$ cat src/rtl/gd_pkg.sv
`timescale 1ns/1ps
package gd_pkg;
  typedef enum logic [1:0] {
    SZ_BYTE  = 2'd0,
    SZ_WORD  = 2'd1,
    SZ_DWORD = 2'd2
  } acc_size_e;

  typedef enum logic [1:0] {
    RG_NONE = 2'd0,
    RG_RAM  = 2'd1,
    RG_REG  = 2'd2
  } region_e;

  localparam logic [31:0] BLOCKED_ROW = 32'hDEAD_DEAD;
endpackage

$ cat src/rtl/gd_lane_map.sv
`timescale 1ns/1ps
module gd_lane_map
  import gd_pkg::*;
(
  input  logic [1:0]  ofs_i,
  input  logic [1:0]  size_i,
  input  logic [31:0] wdata_i,
  input  logic [31:0] rd_lo_i,
  input  logic [31:0] rd_hi_i,
  output logic [3:0]  be_lo_o,
  output logic [3:0]  be_hi_o,
  output logic [31:0] wd_lo_o,
  output logic [31:0] wd_hi_o,
  output logic [31:0] rdata_o,
  output logic        split_o
);
  logic [3:0]  size_mask;
  logic [7:0]  pair_mask;
  logic [63:0] pair_wd;
  logic [31:0] bit_mask;

  always_comb begin
    case (size_i)
      SZ_BYTE: size_mask = 4'b0001;
      SZ_WORD: size_mask = 4'b0011;
      default: size_mask = 4'b1111;
    endcase
  end

  assign pair_mask = 8'({4'b0000, size_mask} << ofs_i);
  assign pair_wd   = 64'({32'h0, wdata_i} << {ofs_i, 3'b000});
  assign be_lo_o   = pair_mask[3:0];
  assign be_hi_o   = pair_mask[7:4];
  assign wd_lo_o   = pair_wd[31:0];
  assign wd_hi_o   = pair_wd[63:32];
  assign split_o   = |pair_mask[7:4];

  for (genvar b = 0; b < 4; b++) begin : g_bmask
    assign bit_mask[8*b +: 8] = {8{size_mask[b]}};
  end

  assign rdata_o = 32'({rd_hi_i, rd_lo_i} >> {ofs_i, 3'b000}) & bit_mask;
endmodule

$ cat src/rtl/gd_row_decode.sv
`timescale 1ns/1ps
module gd_row_decode
  import gd_pkg::*;
#(
  parameter int unsigned ROW_W    = 15,
  parameter int unsigned RAM_ROWS = 64,
  parameter int unsigned NREGS    = 16,
  parameter int unsigned EXEMPT   = 6,
  parameter int unsigned NMI_IDX  = 4,
  parameter logic [ROW_W-1:0] REG_ROW0 = 15'h7C00,
  localparam int unsigned RAM_AW  = $clog2(RAM_ROWS),
  localparam int unsigned REG_IW  = $clog2(NREGS)
) (
  input  logic [ROW_W-1:0]  row_i,
  input  logic              touch_i,
  output region_e           region_o,
  output logic [RAM_AW-1:0] ram_row_o,
  output logic [REG_IW-1:0] reg_idx_o,
  output logic              is_nmi_o,
  output logic              guarded_o
);
  logic in_ram, in_reg, exempt;

  assign in_ram    = (row_i[ROW_W-1:RAM_AW] == '0);
  assign in_reg    = (row_i[ROW_W-1:REG_IW] == REG_ROW0[ROW_W-1:REG_IW]);
  assign ram_row_o = row_i[RAM_AW-1:0];
  assign reg_idx_o = row_i[REG_IW-1:0];
  assign region_o  = in_ram ? RG_RAM : (in_reg ? RG_REG : RG_NONE);
  assign is_nmi_o  = in_reg && (reg_idx_o == REG_IW'(NMI_IDX));
  assign exempt    = in_reg && (reg_idx_o < REG_IW'(EXEMPT));
  assign guarded_o = touch_i && !exempt;
endmodule

$ cat src/rtl/gd_nmi_status.sv
`timescale 1ns/1ps
module gd_nmi_status (
  input  logic clk_i,
  input  logic rst_ni,
  input  logic set_i,
  input  logic clr_i,
  output logic err_o,
  output logic pulse_o
);
  always_ff @(posedge clk_i or negedge rst_ni) begin
    if (!rst_ni) begin
      err_o   <= 1'b0;
      pulse_o <= 1'b0;
    end else begin
      pulse_o <= set_i;
      if (set_i)      err_o <= 1'b1;
      else if (clr_i) err_o <= 1'b0;
    end
  end
endmodule

$ cat src/rtl/coproc_mem_guard.sv
`timescale 1ns/1ps
module coproc_mem_guard
  import gd_pkg::*;
#(
  parameter logic [31:0] BASE_ADDR   = 32'hFFFE_0000,
  parameter int unsigned WIN_AW      = 17,
  parameter int unsigned RAM_ROWS    = 64,
  parameter logic [31:0] REG_OFS     = 32'h0001_F000,
  parameter int unsigned NREGS       = 16,
  parameter int unsigned EXEMPT_REGS = 6,
  parameter int unsigned NMI_IDX     = 4,
  localparam int unsigned ROW_W      = WIN_AW - 2,
  localparam int unsigned RAM_AW     = $clog2(RAM_ROWS),
  localparam int unsigned REG_IW     = $clog2(NREGS),
  localparam logic [ROW_W-1:0] REG_ROW0 = REG_OFS[WIN_AW-1:2]
) (
  input  logic              clk_i,
  input  logic              rst_ni,
  input  logic              busy_i,
  input  logic              host_req_i,
  input  logic              host_we_i,
  input  logic [31:0]       host_addr_i,
  input  logic [1:0]        host_size_i,
  input  logic [31:0]       host_wdata_i,
  output logic              host_ack_o,
  output logic [31:0]       host_rdata_o,
  output logic              ram_en_o,
  output logic [RAM_AW-1:0] ram_row_o,
  output logic              reg_en_o,
  output logic [REG_IW-1:0] reg_idx_o,
  output logic              mem_we_o,
  output logic [3:0]        mem_be_o,
  output logic [31:0]       mem_wdata_o,
  input  logic [31:0]       ram_rdata_i,
  input  logic [31:0]       reg_rdata_i,
  output logic              nmi_o,
  output logic              abort_o
);
  logic              in_win, active, split, blk_now, blk;
  logic              second_q, blk_q;
  logic [31:0]       lo_q;
  logic [ROW_W-1:0]  row_v   [2];
  logic              touch_v [2];
  region_e           rgn_v   [2];
  logic [RAM_AW-1:0] ram_v   [2];
  logic [REG_IW-1:0] idx_v   [2];
  logic              nmi_v   [2];
  logic              grd_v   [2];
  logic [3:0]        be_lo, be_hi, cur_be;
  logic [31:0]       wd_lo, wd_hi, cur_wd;
  logic [31:0]       row_rd, rd_lo, rd_hi, mapped;
  region_e           cur_rgn;
  logic              cur_nmi, pass, err, pulse, set_err, clr_err;

  assign in_win   = (host_addr_i[31:WIN_AW] == BASE_ADDR[31:WIN_AW]);
  assign active   = host_req_i && in_win;
  assign row_v[0] = host_addr_i[WIN_AW-1:2];
  assign row_v[1] = host_addr_i[WIN_AW-1:2] + ROW_W'(1);
  assign touch_v[0] = |be_lo;
  assign touch_v[1] = |be_hi;

  gd_lane_map i_lanes (
    .ofs_i   (host_addr_i[1:0]),
    .size_i  (host_size_i),
    .wdata_i (host_wdata_i),
    .rd_lo_i (rd_lo),
    .rd_hi_i (rd_hi),
    .be_lo_o (be_lo),
    .be_hi_o (be_hi),
    .wd_lo_o (wd_lo),
    .wd_hi_o (wd_hi),
    .rdata_o (mapped),
    .split_o (split)
  );

  for (genvar r = 0; r < 2; r++) begin : g_row
    gd_row_decode #(
      .ROW_W    (ROW_W),
      .RAM_ROWS (RAM_ROWS),
      .NREGS    (NREGS),
      .EXEMPT   (EXEMPT_REGS),
      .NMI_IDX  (NMI_IDX),
      .REG_ROW0 (REG_ROW0)
    ) i_dec (
      .row_i     (row_v[r]),
      .touch_i   (touch_v[r]),
      .region_o  (rgn_v[r]),
      .ram_row_o (ram_v[r]),
      .reg_idx_o (idx_v[r]),
      .is_nmi_o  (nmi_v[r]),
      .guarded_o (grd_v[r])
    );
  end

  // decision covers both rows, frozen for the second cycle
  assign blk_now = busy_i && (grd_v[0] || grd_v[1]);
  assign blk     = second_q ? blk_q : blk_now;

  assign cur_rgn = second_q ? rgn_v[1] : rgn_v[0];
  assign cur_nmi = second_q ? nmi_v[1] : nmi_v[0];
  assign cur_be  = second_q ? be_hi    : be_lo;
  assign cur_wd  = second_q ? wd_hi    : wd_lo;
  assign pass    = active && !blk && (|cur_be);

  assign ram_en_o    = pass && (cur_rgn == RG_RAM);
  assign reg_en_o    = pass && (cur_rgn == RG_REG) && !cur_nmi;
  assign ram_row_o   = second_q ? ram_v[1] : ram_v[0];
  assign reg_idx_o   = second_q ? idx_v[1] : idx_v[0];
  assign mem_we_o    = host_we_i;
  assign mem_be_o    = cur_be;
  assign mem_wdata_o = cur_wd;

  always_comb begin
    case (cur_rgn)
      RG_RAM:  row_rd = ram_rdata_i;
      RG_REG:  row_rd = cur_nmi ? {31'h0, err} : reg_rdata_i;
      default: row_rd = 32'h0;
    endcase
    if (blk) row_rd = BLOCKED_ROW;
  end

  assign rd_lo        = second_q ? lo_q : row_rd;
  assign rd_hi        = second_q ? row_rd : 32'h0;
  assign host_ack_o   = active && (second_q || !split);
  assign host_rdata_o = (host_ack_o && !host_we_i) ? mapped : 32'h0;

  always_ff @(posedge clk_i or negedge rst_ni) begin
    if (!rst_ni) begin
      second_q <= 1'b0;
      blk_q    <= 1'b0;
      lo_q     <= 32'h0;
    end else if (!second_q) begin
      if (active && split) begin
        second_q <= 1'b1;
        blk_q    <= blk_now;
        lo_q     <= row_rd;
      end
    end else if (host_ack_o || !host_req_i) begin
      second_q <= 1'b0;
    end
  end

  assign set_err = host_ack_o && blk;
  assign clr_err = pass && (cur_rgn == RG_REG) && cur_nmi && host_we_i
                   && cur_be[0] && cur_wd[0];

  gd_nmi_status i_status (
    .clk_i   (clk_i),
    .rst_ni  (rst_ni),
    .set_i   (set_err),
    .clr_i   (clr_err),
    .err_o   (err),
    .pulse_o (pulse)
  );

  assign nmi_o   = pulse;
  assign abort_o = pulse;


  nmi_after_ack_chk: assert property (@(posedge clk_i) disable iff (!rst_ni)
    nmi_o |-> $past(host_ack_o));

  no_ram_strobe_busy_chk: assert property (@(posedge clk_i) disable iff (!rst_ni)
    (busy_i && !second_q) |-> !ram_en_o);

  exempt_only_busy_chk: assert property (@(posedge clk_i) disable iff (!rst_ni)
    (busy_i && !second_q && reg_en_o) |-> (reg_idx_o < REG_IW'(EXEMPT_REGS)));

  outside_quiet_chk: assert property (@(posedge clk_i) disable iff (!rst_ni)
    (host_addr_i[31:WIN_AW] != BASE_ADDR[31:WIN_AW])
      |-> !(host_ack_o || ram_en_o || reg_en_o));

  split_wait_chk: assert property (@(posedge clk_i) disable iff (!rst_ni)
    second_q |-> $past(host_req_i && !host_ack_o));

  err_clear_by_write_chk: assert property (@(posedge clk_i) disable iff (!rst_ni)
    $fell(err) |-> $past(host_we_i && host_ack_o));
endmodule

$ cat config.mk
export PLATFORM = sky130hd
export DESIGN_NAME = coproc_mem_guard
export DESIGN_NICKNAME = d
export VERILOG_FILES = /design/src/rtl/gd_pkg.sv /design/src/rtl/gd_lane_map.sv /design/src/rtl/gd_row_decode.sv /design/src/rtl/gd_nmi_status.sv /design/src/rtl/coproc_mem_guard.sv
export SDC_FILE = /design/constraint.sdc
export NUM_CORES = 1
export LEC_CHECK = 0
export BUFFER_PORTS_ARGS = -buffer_cell sky130_fd_sc_hd__buf_2
export CAP_MARGIN = 25
export CORE_ASPECT_RATIO = 0.5
export CORE_UTILIZATION = 45
export CTS_CLUSTER_DIAMETER = 40
export CTS_CLUSTER_SIZE = 24
export DETAILED_ROUTE_END_ITERATION = 16
export PLACE_DENSITY_LB_ADDON = 0.1
export SYNTH_ARGS = -nofsm -noshare
export SYNTH_HDL_FRONTEND = slang
export SYNTH_SLANG_ARGS = --single-unit
$ cat constraint.sdc
create_clock -name clk_i -period 4.24 [get_ports clk_i]
set_input_delay 0.636 -clock clk_i [delete_from_list [all_inputs] [get_ports clk_i]]
set_output_delay 0.636 -clock clk_i [all_outputs]
set_load 0.01 [all_outputs]
==> run summary <==
status - finished, violations left
violated checks - negative setup slack
Setup-failing EPs final - 32
Leakage Power - 3.730 nW
Seq/Total Area, Yosys - 17.24%
full die area - 12070 sq um
CTS sink cnt - 36
largest net degree at the start of global routing - 68
max-slew violations - 0
core footprint - 11150 sq um
synth unique cells - 87
grt ovf - 0
boundary pin count - 219
max_slew headroom - 38.20%
cell chain of the critical path - buf_6, or3_4, or3_4, or4b_4, o31a_1, ha_4, nor2b_4, nor2b_4, o21a_4, buf_12, a221oi_2, o32a_1, o211ai_1, buf_2
Syn Nets - 859
worst setup margin - -0.3549 ns
vias in the first global route - 6960
die height - 78.20 um
Slew @ Worst Pin - 0.9173 ns
# rows - 27
CP endpoint kind - primary output
fin crit share - 108.4%
ANT nets after route - 0
Synth top area share - 17.24%
DR vias/cell - 6.687
CP Class - in -> out
WP data arrival - 3.96 ns
first-pass GRT wire length - 36740 um
Critical Path Max Stage Delay - 0.48 ns
CP delay by family, top - simple AND/OR/NAND/NOR gates
Initial Util - 46.87%
Final min period - 4.595 ns
Post-Syn Area - 5225 sq um
post-place setup slack - -0.4451 ns
Post-synth ARST share - 100.0%
post-DP HPWL - 17290 um
critical-path maximum fanout - 6
Hold Slack - 0.4696 ns
Yosys top cell by area - dfrtp_1
PD cells - 144.6 nW/um^2
input/output buffers - 218
DRC Markers - 0
# diodes - 0
Final Hold Vio Count - 0
synth-to-layout area growth - 51.60%
Routed WL - 25010 um
Worst Clk Skew - 0.006480 ns
clk_lat worst skew - 0.29 ns
synthesized instance count - 719
H-tree levels - 2
CP Buf/Inv Count - 3
Ys Warns - 0
CTS buffer count - 5
VDD IR max - 121.4 uV
Synth area leaders - dfrtp_1 17%, nand2_1 7.9%, o21ai_0 5.4%
initial antenna violation count - 0
Clock Tree Buf Depth - 2
fin nets - 1129
First DRT Iteration DRCs - 978
Die Wd - 154.4 um
Post-synth EDFFs - 0
syn_area_per_cell - 7.267 sq um
crit start category - input port
vias after detailed routing - 7590
Post-CTS Hold Buffers - 0
Root Buffer Master - clkbuf_16
crit path from - host_addr_i[11]
hold crit path type - in -> async
aggregate global-route resource usage - 38.87%
DR pass1 iterations - 7
routability cong. - 0.9429
Max stage delay cell, worst path - or4b_4
number of max-cap violations - 0
Top FF cell, synth - dfrtp_1
CTS tree - built
unrepaired setup endpoints after global routing - true
layout cell share with drive strength beyond 1 - 45.66%
Reg clk slew, reported paths - 0.06 ns
DR WL/cell - 22.04 um
Worst R2R Start - second_q
f_max - 217.6 MHz
CP required - 3.60 ns
Setup TNS - -8.351 ns
FF+latch count, synth - 36
[cell type report]
| type | count | area, sq um |
|---|---|---|
| Multi-Input combinational cell | 592 | 4473 |
| Fill cell | 943 | 3227 |
| Timing Repair Buffer | 333 | 2142 |
| Sequential cell | 36 | 902.1 |
| Tap cell | 145 | 181.4 |
| Clock buffer | 5 | 125.1 |
| Inverter | 21 | 78.83 |
| Clock inverter | 3 | 18.77 |
[worst reg2reg max path: stages (launching register included)]
cell,delay [ns]
dfrtp_2,0.39
buf_4,0.63
inv_1,0.63
nor2_1,0.28
buf_4,0.21
a22o_1,0.17
nand2_1,0.05
o21ai_0,0.35
nand4_1,0.16
or3b_1,0.41
a21o_1,0.18
[stage by stage]
stage	cells	utilization, %	power, mW	area [sq um]
floorplan	719	-	0.5386	5406
global placement	1104	62.81	0.7206	7002
detailed placement	1104	62.81	0.7234	7002
CTS	1126	68.18	1.118	7601
global route	1135	71.06	1.185	7921
finish	1135	71.06	1.146	7921
[state kept, by name, summed over array words and instances, names as in the netlist]
name / count
i_status.err_o: 1
i_status.pulse_o: 1
lo_q: 32
second_q: 1
blk_q: 1
[worst paths after layout]
path / slack (ns) / to / cells after the start
max reg2reg: 0.68 / i_status.err_o / 10
min: 0.47 / lo_q[23] / 1
max: -0.35 / host_rdata_o[9] / 14
min reg2reg: 0.48 / lo_q[0] / 2
max in group asynchronous: 3.11 / second_q / 1
min in group clk_i: 0.48 / lo_q[0] / 2
[cell families (layout without fill, tap and decap cells)]
logic type	Yosys count	count (layout)	synth area share [%]
AOI/OAI and AO/OA	295	296	41.38
xor gates and xnor gates	10	10	1.676
adders and majority gates	5	5	1.197
buffers and inverters	92	362	8.333
DFF	36	36	17.24
muxes	27	27	5.172
and+or+nand+nor	254	254	25.00
[report_power, final]
part	internal [mW]	total, mW	switching (mW)
sequential	0.344	0.344	0.0000720
clock	0.217	0.384	0.167
combinational	0.177	0.418	0.240
[timing repair]
action                                  in CTS  in global routing
endpoints found under the setup margin      32                 32
pin swaps                                   30                 32
setup buffers                               13                  8
cloned                                       2                  3
resized for setup                           75                 41
[metal layers]
layer	track usage [%]	vias up	part of all wire, %
met5	0	-	0
met4	13.86	0	3.6
met3	8.724	125	12
met2	63.95	557	45
met1	50.22	3605	39
li1	-	3303	-
[cells in the mapped netlist, types with 8 or more instances]
library cell / count
nand2_1: 110
o21ai_0: 56
clkbuf_1: 45
a21oi_1: 41
dfrtp_1: 36
mux2i_1: 27
nor2_1: 27
a22o_1: 26
o22ai_1: 22
inv_1: 20
nand3_1: 19
and3_1: 15
nand2b_1: 15
o211ai_1: 13
a22oi_1: 12
a221o_1: 11
nand4_1: 11
nor3_1: 11
a221oi_1: 10
a32oi_1: 10
buf_4: 8
xnor2_1: 8
[cell usage in the layout, fill, tap and decap left out, types with 6 or more instances in the layout]
| master | Yosys | final |
|---|---|---|
| inv_1 | 20 | 19 |
| nand2b_1 | 15 | 14 |
| a21oi_2 | 0 | 11 |
| clkbuf_16 | 0 | 7 |
| o21a_1 | 6 | 6 |
| mux2i_1 | 27 | 27 |
| nor2_1 | 27 | 27 |
| a21oi_1 | 41 | 29 |
| nor3_1 | 11 | 9 |
| o22ai_1 | 22 | 15 |
| nand3_1 | 19 | 15 |
| a22o_1 | 26 | 21 |
| a22oi_1 | 12 | 9 |
| a221o_1 | 11 | 11 |
| o21ai_0 | 56 | 52 |
| o22ai_2 | 0 | 7 |
| and3_1 | 15 | 11 |
| buf_2 | 6 | 216 |
| o211ai_1 | 13 | 13 |
| buf_6 | 7 | 14 |
| nand4_1 | 11 | 11 |
| xnor2_1 | 8 | 7 |
| buf_4 | 8 | 92 |
| a21o_1 | 6 | 6 |
| nand2_1 | 110 | 109 |
| dfrtp_1 | 36 | 35 |
| a221oi_2 | 2 | 8 |
| a32oi_1 | 10 | 10 |
Power figures use the tool's default switching activity.
